`config.mk`:
```
export PLATFORM = sky130hd
export DESIGN_NAME = ssp_port
export DESIGN_NICKNAME = d
export VERILOG_FILES = /design/src/rtl/ssp_pkg.sv /design/src/rtl/ssp_sync.sv /design/src/rtl/ssp_rx.sv /design/src/rtl/ssp_tx.sv /design/src/rtl/ssp_port.sv
export SDC_FILE = /design/constraint.sdc
export NUM_CORES = 1
export LEC_CHECK = 0
export BUFFER_PORTS_ARGS = -buffer_cell sky130_fd_sc_hd__buf_2
export CAP_MARGIN = 40
export CORE_AREA = 2 2 61 63
export CTS_CLUSTER_DIAMETER = 40
export DETAILED_ROUTE_END_ITERATION = 8
export DIE_AREA = 0 0 63 65
export PLACE_DENSITY = 0.75
export SLEW_MARGIN = 40
export SYNTH_ARGS = -nofsm -noshare
export SYNTH_HDL_FRONTEND = slang
export SYNTH_SLANG_ARGS = --single-unit
export TNS_END_PERCENT = 100
```
`constraint.sdc`:
```
create_clock -name clk -period 2.1 [get_ports clk]
set_input_delay 0.21 -clock clk [delete_from_list [all_inputs] [get_ports clk]]
set_output_delay 0.21 -clock clk [all_outputs]
set_load 0.005 [all_outputs]
```
`src/rtl/ssp_pkg.sv`:
```
package ssp_pkg;
  localparam int unsigned SSP_W = 8;
  localparam int unsigned SSP_SYNC = 2;
  typedef enum logic [0:0] {TX_IDLE, TX_SHIFT} tx_state_e;
endpackage

```
`src/rtl/ssp_sync.sv`:
```
// Multi-bit level synchroniser for the resolved bus lines (idle high).
module ssp_sync #(
  parameter int unsigned W      = 2,
  parameter int unsigned STAGES = ssp_pkg::SSP_SYNC
) (
  input  logic         clk,
  input  logic         rst_n,
  input  logic [W-1:0] async_in,
  output logic [W-1:0] level_o
);
  logic [W-1:0] stage_q [STAGES];

  genvar g;
  generate
    for (g = 0; g < STAGES; g++) begin : g_stage
      always_ff @(posedge clk or negedge rst_n) begin
        if (!rst_n) stage_q[g] <= '1;
        else if (g == 0) stage_q[g] <= async_in;
        else stage_q[g] <= stage_q[(g == 0) ? 0 : g-1];
      end
    end
  endgenerate

  assign level_o = stage_q[STAGES-1];
endmodule

```
`src/rtl/ssp_rx.sv`:
```
// Receive shifter: samples data on synchronised clock rising edges.
module ssp_rx #(
  parameter int unsigned W = ssp_pkg::SSP_W
) (
  input  logic         clk,
  input  logic         rst_n,
  input  logic         en,
  input  logic         cnt_lvl,
  input  logic         sp_lvl,
  output logic         done,
  output logic [W-1:0] byte_o
);
  localparam int unsigned CW = (W > 1) ? $clog2(W) : 1;
  localparam logic [CW-1:0] LAST = CW'(W-1);

  logic          prev_q, prev_d;
  logic [W-1:0]  sh_q, sh_d;
  logic [CW-1:0] bit_q, bit_d;
  logic          rise;

  assign rise   = en && cnt_lvl && !prev_q;
  assign byte_o = {sh_q[W-2:0], sp_lvl};
  assign done   = rise && (bit_q == LAST);

  always_comb begin
    prev_d = cnt_lvl;
    sh_d   = sh_q;
    bit_d  = bit_q;
    if (!en) begin
      bit_d = '0;
    end else if (rise) begin
      sh_d  = byte_o;
      bit_d = (bit_q == LAST) ? '0 : bit_q + 1'b1;
    end
  end

  always_ff @(posedge clk or negedge rst_n) begin
    if (!rst_n) begin
      prev_q <= 1'b1;
      sh_q   <= '0;
      bit_q  <= '0;
    end else begin
      prev_q <= prev_d;
      sh_q   <= sh_d;
      bit_q  <= bit_d;
    end
  end

  p_abort_clears_r9: assert property (@(posedge clk) disable iff (!rst_n)
    !en |=> (bit_q == '0));
endmodule

```
`src/rtl/ssp_tx.sv`:
```
// Transmit engine: clock from timer strobes, data moves on falling clock.
module ssp_tx
  import ssp_pkg::*;
#(
  parameter int unsigned W = SSP_W
) (
  input  logic         clk,
  input  logic         rst_n,
  input  logic         en,
  input  logic         uflow,
  input  logic         tmr_run,
  input  logic         pending,
  input  logic [W-1:0] dreg,
  output logic         load,
  output logic         done,
  output logic         cnt_o,
  output logic         sp_o
);
  localparam int unsigned CW = (W > 1) ? $clog2(W) : 1;
  localparam logic [CW-1:0] LAST = CW'(W-1);

  tx_state_e     state_q, state_d;
  logic          cnt_q, cnt_d;
  logic          sp_q, sp_d;
  logic [W-1:0]  sh_q, sh_d;
  logic [CW-1:0] bit_q, bit_d;

  always_comb begin
    state_d = state_q;
    cnt_d   = cnt_q;
    sp_d    = sp_q;
    sh_d    = sh_q;
    bit_d   = bit_q;
    load    = 1'b0;
    done    = 1'b0;
    if (!en) begin
      state_d = TX_IDLE;
      cnt_d   = 1'b1;
      bit_d   = '0;
    end else begin
      case (state_q)
        TX_IDLE: begin
          cnt_d = 1'b1;
          if (pending && tmr_run) begin
            load    = 1'b1;
            sh_d    = dreg;
            bit_d   = '0;
            state_d = TX_SHIFT;
          end
        end
        default: begin
          if (uflow) begin
            if (cnt_q) begin
              cnt_d = 1'b0;
              sp_d  = sh_q[W-1];
              sh_d  = sh_q << 1;
            end else begin
              cnt_d = 1'b1;
              if (bit_q == LAST) begin
                done  = 1'b1;
                bit_d = '0;
                if (pending) begin
                  load = 1'b1;
                  sh_d = dreg;
                end else begin
                  state_d = TX_IDLE;
                end
              end else begin
                bit_d = bit_q + 1'b1;
              end
            end
          end
        end
      endcase
    end
  end

  always_ff @(posedge clk or negedge rst_n) begin
    if (!rst_n) begin
      state_q <= TX_IDLE;
      cnt_q   <= 1'b1;
      sp_q    <= 1'b1;
      sh_q    <= '0;
      bit_q   <= '0;
    end else begin
      state_q <= state_d;
      cnt_q   <= cnt_d;
      sp_q    <= sp_d;
      sh_q    <= sh_d;
      bit_q   <= bit_d;
    end
  end

  assign cnt_o = cnt_q;
  assign sp_o  = sp_q;

  p_data_on_fall_r5: assert property (@(posedge clk) disable iff (!rst_n)
    !$stable(sp_q) |-> $fell(cnt_q));
  p_cnt_needs_uflow_r5: assert property (@(posedge clk) disable iff (!rst_n)
    ($past(en) && !$stable(cnt_q)) |-> $past(uflow));
  p_idle_high_r8: assert property (@(posedge clk) disable iff (!rst_n)
    (state_q == TX_IDLE) |-> cnt_q);
  p_abort_release_r9: assert property (@(posedge clk) disable iff (!rst_n)
    !en |=> (state_q == TX_IDLE && cnt_q));
endmodule

```
`src/rtl/ssp_port.sv`:
```
// Top: data register, pending flag, interrupt and open-drain line drives.
module ssp_port #(
  parameter int unsigned W = ssp_pkg::SSP_W
) (
  input  logic         clk,
  input  logic         rst_n,
  input  logic         dir_out,
  input  logic         wr_en,
  input  logic [W-1:0] wr_data,
  output logic [W-1:0] rd_data,
  input  logic         tmr_uflow,
  input  logic         tmr_run,
  input  logic         clk_in,
  input  logic         dat_in,
  output logic         clk_drive_low,
  output logic         dat_drive_low,
  output logic         irq
);
  logic [1:0]   line_lvl;
  logic         rx_done, tx_done, tx_load, tx_cnt, tx_sp;
  logic [W-1:0] rx_byte;
  logic [W-1:0] dreg_q, dreg_d;
  logic         pend_q, pend_d;
  logic         irq_q, irq_d;

  ssp_sync #(.W(2)) u_sync (
    .clk(clk), .rst_n(rst_n), .async_in({clk_in, dat_in}), .level_o(line_lvl)
  );

  ssp_rx #(.W(W)) u_rx (
    .clk(clk), .rst_n(rst_n), .en(!dir_out), .cnt_lvl(line_lvl[1]),
    .sp_lvl(line_lvl[0]), .done(rx_done), .byte_o(rx_byte)
  );

  ssp_tx #(.W(W)) u_tx (
    .clk(clk), .rst_n(rst_n), .en(dir_out), .uflow(tmr_uflow),
    .tmr_run(tmr_run), .pending(pend_q), .dreg(dreg_q), .load(tx_load),
    .done(tx_done), .cnt_o(tx_cnt), .sp_o(tx_sp)
  );

  always_comb begin
    dreg_d = dreg_q;
    if (wr_en) dreg_d = wr_data;
    else if (rx_done) dreg_d = rx_byte;

    pend_d = pend_q;
    if (!dir_out) pend_d = 1'b0;
    else if (wr_en) pend_d = 1'b1;
    else if (tx_load) pend_d = 1'b0;

    irq_d = rx_done || tx_done;
  end

  always_ff @(posedge clk or negedge rst_n) begin
    if (!rst_n) begin
      dreg_q <= '0;
      pend_q <= 1'b0;
      irq_q  <= 1'b0;
    end else begin
      dreg_q <= dreg_d;
      pend_q <= pend_d;
      irq_q  <= irq_d;
    end
  end

  assign rd_data       = dreg_q;
  assign irq           = irq_q;
  assign clk_drive_low = dir_out && !tx_cnt;
  assign dat_drive_low = dir_out && !tx_sp;

  p_irq_single_r6: assert property (@(posedge clk) disable iff (!rst_n)
    irq |=> !irq);
  p_dreg_source_r10: assert property (@(posedge clk) disable iff (!rst_n)
    !$stable(rd_data) |-> ($past(wr_en) || $past(rx_done)));
  p_pending_taken_r7: assert property (@(posedge clk) disable iff (!rst_n)
    (tx_load && !wr_en) |=> !pend_q);
endmodule

```
==> flow_metrics.py, run 1 <==
metrics = {
    "logic_synthesis": {
        "syn-cell-area_mm2": 0.00180,
        "post_synth_main_area_contributors": "dfrtp_1, mux2_2, dfstp_2, mux2i_1, nand2_1",
        "yosysTopAreaCellShare_pct": 44.4,
        "synth_edf_count": 0,
        "ys.warnings.count": 0,
        "netlist_top_cells_count": "dfrtp_1, mux2_2, nand2_1, mux2i_1, o21ai_1",
        "syn-instance-count": 145,
        "synth_area_leader_cell": "dfrtp_1",
        "syn_nets": 166,
        "syn-mean-instance-area_um2": 12.4,
        "synth_seq_area_share_pct": 54.7,
        "synth.lib_cells_used.distinct": 34,
        "yosysMostFrequentCell": "dfrtp_1",
        "synthArstFlopShare_pct": 100,
        "synth_flop_cell": "dfrtp_1",
        "synth-seq-cells": 39,
    },
    "pwr": {
        "power.internal_mw": 1.20,
        "switchingPower_uw": 437,
        "powerDensity_mw_per_mm2": 796,
        "power_consumption_mw": 1.63,
        "power.share.combinational_pct": 16.5,
        "ir_drop_worst_vdd_mv": 0.479,
        "sw_frac_of_total_pct": 26.8,
        "p_leak_nw": 0.923,
        "share_seq_of_total_power_pct": 60.9,
        "power_frac_clock_pct": 22.6,
    },
    "drt": {
        "route.final.wire_length_mm": 3.10,
        "drtIter0Drc": 29,
        "drt.antenna.violating_nets": 0,
        "wl_per_cell_um": 13.8,
        "vias": 1185,
        "via_per_inst": 5.27,
        "drt-pass1-iter-count": 3,
        "detail_route.drc_violations": 0,
    },
    "clocking": {
        "clock_latency_ns": 0.34,
        "path_clk_slew_ns": 0.11,
        "cts-root-to-sink-buffers": 2,
        "tritoncts_clock_tree": "built",
        "cts_buffers": 5,
        "htree_levels": 2,
        "sink_count_of_the_clock_tree": 39,
        "root_buf_cell": "clkbuf_4",
    },
    "floorplan": {
        "initial_core_util_pct": 51.5,
        "placeableCoreArea_mm2": 0.00350,
        "dieHeight_um": 65,
        "die-width_um": 63,
        "floorplan.rows": 22,
        "dieArea_mm2": 0.00410,
        "ioPinCount": 27,
    },
    "critical_path": {
        "crit_type": "reg2reg",
        "r2r-end": "rd_data[4]",
        "crit_required_ns": 2.33,
        "critical_path_peak_fanout": 9,
        "critical_path_arrival_ns": 1.98,
        "startpoint_type": "flop",
        "timing.reg2reg.setup_slack_ns": 0.34,
        "reg2reg_depth": 5,
        "launch_instance_of_the_worst_register_to_register_path": "u_rx.bit_q[0]",
        "crit_path_end_kind": "flop",
    },
    "timing": {
        "fin_ws_ns": 0.345,
        "least_margin_pin_slew_ns": 0.546,
        "final_min_period_over_clock_period_pct": 83.6,
        "grt_setup_unrepaired": "no",
        "final-setup-viol-count": 0,
        "max_clock_freq_mhz": 570,
        "finalHoldViolCount": 0,
        "timing.setup.tns_ns": 0,
        "worst_clock_skew_ns": 0.00552,
        "slew_headroom_pct": 63.6,
        "worst_hold_slack_ns": 0.0737,
        "layout_min_cycle_time_ns": 1.76,
        "drv_slew": 0,
    },
    "placed_design": {
        "port_buffers": 26,
        "dpl.hpwl_mm": 2.30,
        "gpl.final_weighted_congestion": 0.844,
        "dp_worst_setup_slack_ns": 0.371,
    },
    "layout": {
        "area_growth_pct": 14.0,
        "antenna_cells": 0,
        "final_layout_size_suffix_gt1_share_pct": 39.0,
        "post-route-util_pct": 58.7,
        "design.final.nets": 197,
    },
    "global_routing": {
        "via_count_of_the_first_global_routing_pass": 1240,
        "overflow": 0,
        "grt_start_max_net_pins": 27,
        "track_usage_pct": 17.8,
        "initial_antenna_violation_count": 0,
        "grt_first_pass_wirelength_mm": 5.59,
    },
    "outcome": {
        "status": "complete, no violations",
    },
    "flow_run": {
        "maxCapViolCount": 0,
    },
    "worst_hold_path": {
        "holdPathStages": 3,
        "hold_path_startpoint": "wr_data[3]",
        "worstHoldEndpoint": "rd_data[3]",
        "type_of_the_tightest_min_delay_check": "in2reg",
    },
}
-- what timing repair did --
action,4_1_cts,5_1_grt
endpoints found under the hold margin,13,0
gates resized for setup,0,0
hold buffers,3,0
buffers inserted,0,0
-- through the flow --
stage	std cells	area, um2
final	225	2050
after detailed placement	214	1970
after global placement	213	1950
after global routing	225	2050
after CTS	225	2050
after floorplan	145	1800
-- state kept, by name (all words and copies together) (netlist names) --
signal / flops
u_tx.state_q: 1
u_tx.sp_o: 1
u_tx.sh_q: 8
irq: 1
u_sync.level_o: 2
u_tx.bit_q: 3
rd_data: 8
u_rx.bit_q: 3
u_rx.prev_q: 1
u_sync.stage_q: 2
u_rx.sh_q: 7
pend_q: 1
u_tx.cnt_o: 1
-- per-layer routing --
metal	GRT usage [%]	vias up	share of wire, %
met3	5.38	5	3.8
met1	21.6	590	43
met5	0	-	0
met2	30.5	21	52
li1	-	569	-
met4	5.83	0	1.3
-- how the worst max path moves through the flow --
stage	from	endpoint	slack [ns]
6_report	u_rx.bit_q[0]	rd_data[4]	0.34
5_1_grt	u_rx.bit_q[0]	rd_data[0]	0.23
4_1_cts	u_rx.bit_q[0]	rd_data[4]	0.34
3_5_place_dp	u_rx.bit_q[0]	rd_data[4]	0.37
3_3_place_gp	u_rx.bit_q[0]	rd_data[6]	0.43
2_1_floorplan	u_tx.bit_q[0]	u_tx.sh_q[1]	0.55
-- worst max-delay path, cell delays in order, from the launching register on --
cell      delay (ns)
dfrtp_1         0.40
ha_1            0.16
ha_1            0.17
and4bb_1        0.56
mux2i_1         0.27
o21ai_1         0.07
-- final cells by class --
| cell class | count | area [um2] |
|---|---|---|
| Inverter | 2 | 7.51 |
| Multi-Input combinational cell | 98 | 767 |
| Fill cell | 308 | 1440 |
| Sequential cell | 39 | 985 |
| Tap cell | 48 | 60.1 |
| Clock inverter | 2 | 12.5 |
| Timing Repair Buffer | 30 | 180 |
| Clock buffer | 6 | 41.3 |
-- cell usage in the layout, fill, tap and decap left out, types with 2 or more instances in the layout --
| cell | n |
|---|---|
| nor2b_1 | 2 |
| dfrtp_1 | 32 |
| a21boi_0 | 4 |
| mux2_2 | 22 |
| clkbuf_4 | 5 |
| o21ai_1 | 8 |
| mux2i_1 | 9 |
| nand3_1 | 5 |
| nand2_1 | 17 |
| nand3b_1 | 4 |
| buf_2 | 26 |
| dfstp_2 | 7 |
| inv_1 | 2 |
| nor2_1 | 2 |
| a21oi_1 | 3 |
| o21ai_0 | 3 |
| dlygate4sd3_1 | 3 |
| ha_1 | 5 |
-- kinds of logic after synthesis --
kind of cell / share of synthesized area [%]
mux: 18.8
compound gates: 7.57
flops: 54.7
simple gates: 12.3
buf+inv: 2.78
fa+ha+maj: 3.47
xor+xnor: 0.486
-- power groups by stage --
stage | Sequential (mW) | Clock [mW] | Combinational [mW]
after floorplan | 0.979 | 0 | 0.192
after global placement | 0.999 | 0 | 0.251
after detailed placement | 1.01 | 0 | 0.269
after CTS | 0.996 | 0.378 | 0.276
after global routing | 1.02 | 0.422 | 0.302
final | 0.995 | 0.369 | 0.269
No activity file was read; power rests on OpenSTA's default activity.
==> inputs of run 2 (changes only) <==
--- a/config.mk
+++ b/config.mk
@@ -5,13 +5,14 @@
 export SDC_FILE = /design/constraint.sdc
 export NUM_CORES = 1
 export LEC_CHECK = 0
+export ABC_AREA = 1
 export BUFFER_PORTS_ARGS = -buffer_cell sky130_fd_sc_hd__buf_2
 export CAP_MARGIN = 40
 export CORE_AREA = 2 2 61 63
 export CTS_CLUSTER_DIAMETER = 40
 export DETAILED_ROUTE_END_ITERATION = 8
 export DIE_AREA = 0 0 63 65
-export PLACE_DENSITY = 0.75
+export PLACE_DENSITY = 0.76
 export SLEW_MARGIN = 40
 export SYNTH_ARGS = -nofsm -noshare
 export SYNTH_HDL_FRONTEND = slang
==> constraint.sdc (replaced) <==
create_clock -name clk -period 1.7 [get_ports clk]
set_input_delay 0.17 -clock clk [delete_from_list [all_inputs] [get_ports clk]]
set_output_delay 0.17 -clock clk [all_outputs]
set_load 0.005 [all_outputs]
==> run 2 against run 1 <==
Effect of this change: final area rose by 3.8%; sequential share of layout area is 1.8 points lower; combinational power rose by 36%; flip-flop and latch count stayed put; largest power group unchanged; largest cell class unchanged; global-route usage increased by 0.11 points; clock skew rose by 0.0062 ns; area after synthesis is 2.6% higher; highest routed layer unchanged; sequential power rose by 17%.
==> flow_metrics.py, run 2 <==
metrics = {
    "outcome": {
        "status": "complete, no violations",
    },
    "layout": {
        "seq_area_um2": 985,
        "multi_input_comb_area_um2": 744,
        "area_growth_pct": 15.4,
        "antenna_cells": 0,
        "fillers": 311,
        "layout.cells.most_common": "nand2_1",
        "design.final.nets": 247,
        "layout_common_cells": "nand2_1, dfrtp_1, buf_2",
        "final_layout_size_suffix_gt1_share_pct": 28.6,
    },
    "floorplan": {
        "floorplan.rows": 22,
        "placeableCoreArea_mm2": 0.00350,
        "die-width_um": 63,
        "dieArea_mm2": 0.00410,
        "ioPinCount": 27,
        "dieHeight_um": 65,
        "initial_core_util_pct": 52.9,
    },
    "clocking": {
        "cts_buffers": 5,
        "cts-resized-gates": 0,
        "clock_latency_ns": 0.35,
        "sink_count_of_the_clock_tree": 39,
        "cts-root-to-sink-buffers": 2,
        "cts_hold_buf": 3,
        "tritoncts_clock_tree": "built",
        "postCtsSetupBuffers": 0,
        "path_clk_slew_ns": 0.12,
        "root_buf_cell": "clkbuf_4",
        "htree_levels": 2,
    },
    "worst_hold_path": {
        "holdPathStages": 3,
        "hold_path_startpoint": "wr_data[0]",
        "type_of_the_tightest_min_delay_check": "in2reg",
        "worstHoldEndpoint": "rd_data[0]",
    },
    "critical_path": {
        "critical_path_arrival_ns": 1.76,
        "crit_path_end_kind": "flop",
        "r2r-end": "u_tx.sh_q[1]",
        "reg2reg_depth": 7,
        "crit_required_ns": 1.99,
        "startpoint_type": "flop",
        "launch_instance_of_the_worst_register_to_register_path": "u_tx.bit_q[0]",
        "timing.reg2reg.setup_slack_ns": 0.23,
        "critical_path_peak_fanout": 16,
        "crit_type": "reg2reg",
    },
    "pwr": {
        "p_leak_nw": 1.11,
        "power.share.combinational_pct": 17.1,
        "share_seq_of_total_power_pct": 54.2,
        "powerDensity_mw_per_mm2": 1010,
        "switchingPower_uw": 603,
        "power_frac_clock_pct": 28.7,
        "sw_frac_of_total_pct": 28.1,
        "ir_drop_worst_vdd_mv": 0.541,
        "power.internal_mw": 1.55,
    },
    "timing": {
        "layout_min_cycle_time_ns": 1.47,
        "timing.setup.tns_ns": 0,
        "fin_ws_ns": 0.227,
        "max_clock_freq_mhz": 679,
        "grt_setup_unrepaired": "no",
        "drv_slew": 0,
        "finalHoldViolCount": 0,
        "worst_clock_skew_ns": 0.0117,
        "final-setup-viol-count": 0,
        "slew_headroom_pct": 70.9,
        "final_min_period_over_clock_period_pct": 86.6,
        "least_margin_pin_slew_ns": 0.437,
    },
    "drt": {
        "vias": 1335,
        "drt.antenna.violating_nets": 0,
        "detail_route.drc_violations": 0,
        "via_per_inst": 4.85,
        "wl_per_cell_um": 11.2,
        "route.final.wire_length_mm": 3.09,
        "drtIter0Drc": 66,
        "drt-pass1-iter-count": 4,
    },
    "placed_design": {
        "gpl.final_weighted_congestion": 0.800,
        "dp_worst_setup_slack_ns": 0.221,
        "dpl.hpwl_mm": 2.27,
        "port_buffers": 26,
    },
    "flow_run": {
        "maxCapViolCount": 0,
    },
    "logic_synthesis": {
        "synth.lib_cells_used.distinct": 27,
        "syn-instance-count": 194,
        "yosysMostFrequentCell": "nand2_1",
        "yosysTopAreaCellShare_pct": 43.3,
        "synth_flop_cell": "dfrtp_1",
        "syn-cell-area_mm2": 0.00185,
        "ys.warnings.count": 0,
        "synth-seq-cells": 39,
        "syn-mean-instance-area_um2": 9.53,
        "synth_area_leader_cell": "dfrtp_1",
        "syn_nets": 215,
        "synth_seq_area_share_pct": 53.3,
        "netlist_top_cells_count": "nand2_1, dfrtp_1, inv_1, nand3_1, o21ai_0",
        "synth_edf_count": 0,
        "synthArstFlopShare_pct": 100,
        "post_synth_main_area_contributors": "dfrtp_1, nand2_1, dfstp_2, mux2i_1, o21ai_2",
    },
    "global_routing": {
        "overflow": 0,
        "track_usage_pct": 17.9,
        "grt_first_pass_wirelength_mm": 5.64,
        "grt_start_max_net_pins": 22,
        "via_count_of_the_first_global_routing_pass": 1222,
        "initial_antenna_violation_count": 0,
    },
}
run 2: cell types whose count changed after synthesis, sizes merged, moves of 4 or more:
cell,delta
o21ai,+16
mux2,-22
inv,+19
nand3,+7
a21boi,-4
nand3b,-4
nand2,+45
run 2: power groups by stage:
stage	Combinational, mW	Clock, mW	Sequential (mW)
finish	0.367	0.617	1.16
global route	0.428	0.688	1.18
CTS	0.375	0.631	1.17
detailed placement	0.367	0	1.18
global placement	0.355	0	1.18
floorplan	0.256	0	1.16
run 2: worst max path at each step:
| stage | startpoint | to |
|---|---|---|
| 3_5_place_dp | u_tx.bit_q[0] | u_tx.sh_q[3] |
| 6_report | u_tx.bit_q[0] | u_tx.sh_q[1] |
| 4_1_cts | u_tx.bit_q[0] | u_tx.sh_q[3] |
| 5_1_grt | u_tx.bit_q[0] | u_tx.sh_q[3] |
| 2_1_floorplan | u_tx.bit_q[0] | u_tx.sh_q[7] |
| 3_3_place_gp | u_tx.bit_q[0] | u_tx.sh_q[1] |
run 2: logic make-up after synthesis:
kind of cell | Yosys count | synth area share [%]
AO/OA/AOI/OAI | 32 | 10.7
adder cells (fa/ha/maj) | 5 | 3.39
buffers and inverters | 26 | 6.43
flip-flops | 39 | 53.3
multiplexers | 7 | 3.79
AND/OR/NAND/NOR | 85 | 22.4
run 2: stage by stage:
stage / hold slack (ns) / total power, mW / util [%] / cells / area, um2
final: 0.0895 / 2.15 / 61.0 / 275 / 2130
after global routing: 0.0733 / 2.30 / 61.0 / 275 / 2130
after CTS: 0.0836 / 2.17 / 61.0 / 275 / 2130
after detailed placement: 0.141 / 1.55 / 57.8 / 264 / 2020
after global placement: 0.143 / 1.54 / 57.8 / 264 / 2020
after floorplan: -0.126 / 1.42 / - / 194 / 1850
run 2: layout make-up:
cell class                 count  area share [%]
timing repair buffer          30            8.45
clock inverter                 3            2.05
clock buffer                   5            1.76
multi-input combinational    129            34.9
sequential                    39            46.2
inverter                      21            3.81
tap                           48            2.82
run 2: layer usage:
metal	up-vias	routed length, um	track usage, %
met5	-	0	0
met4	0	50	5.83
met3	7	128	6.08
met2	21	1420	27.8
met1	607	1490	23.7
li1	700	-	-
run 2: critical path, stage by stage, from the launching register on:
cell     delay [ns]
dfrtp_1        0.41
ha_1           0.22
ha_1           0.21
a21oi_2        0.15
nand2_2        0.08
nand2_4        0.20
nand2_1        0.10
o21ai_2        0.06
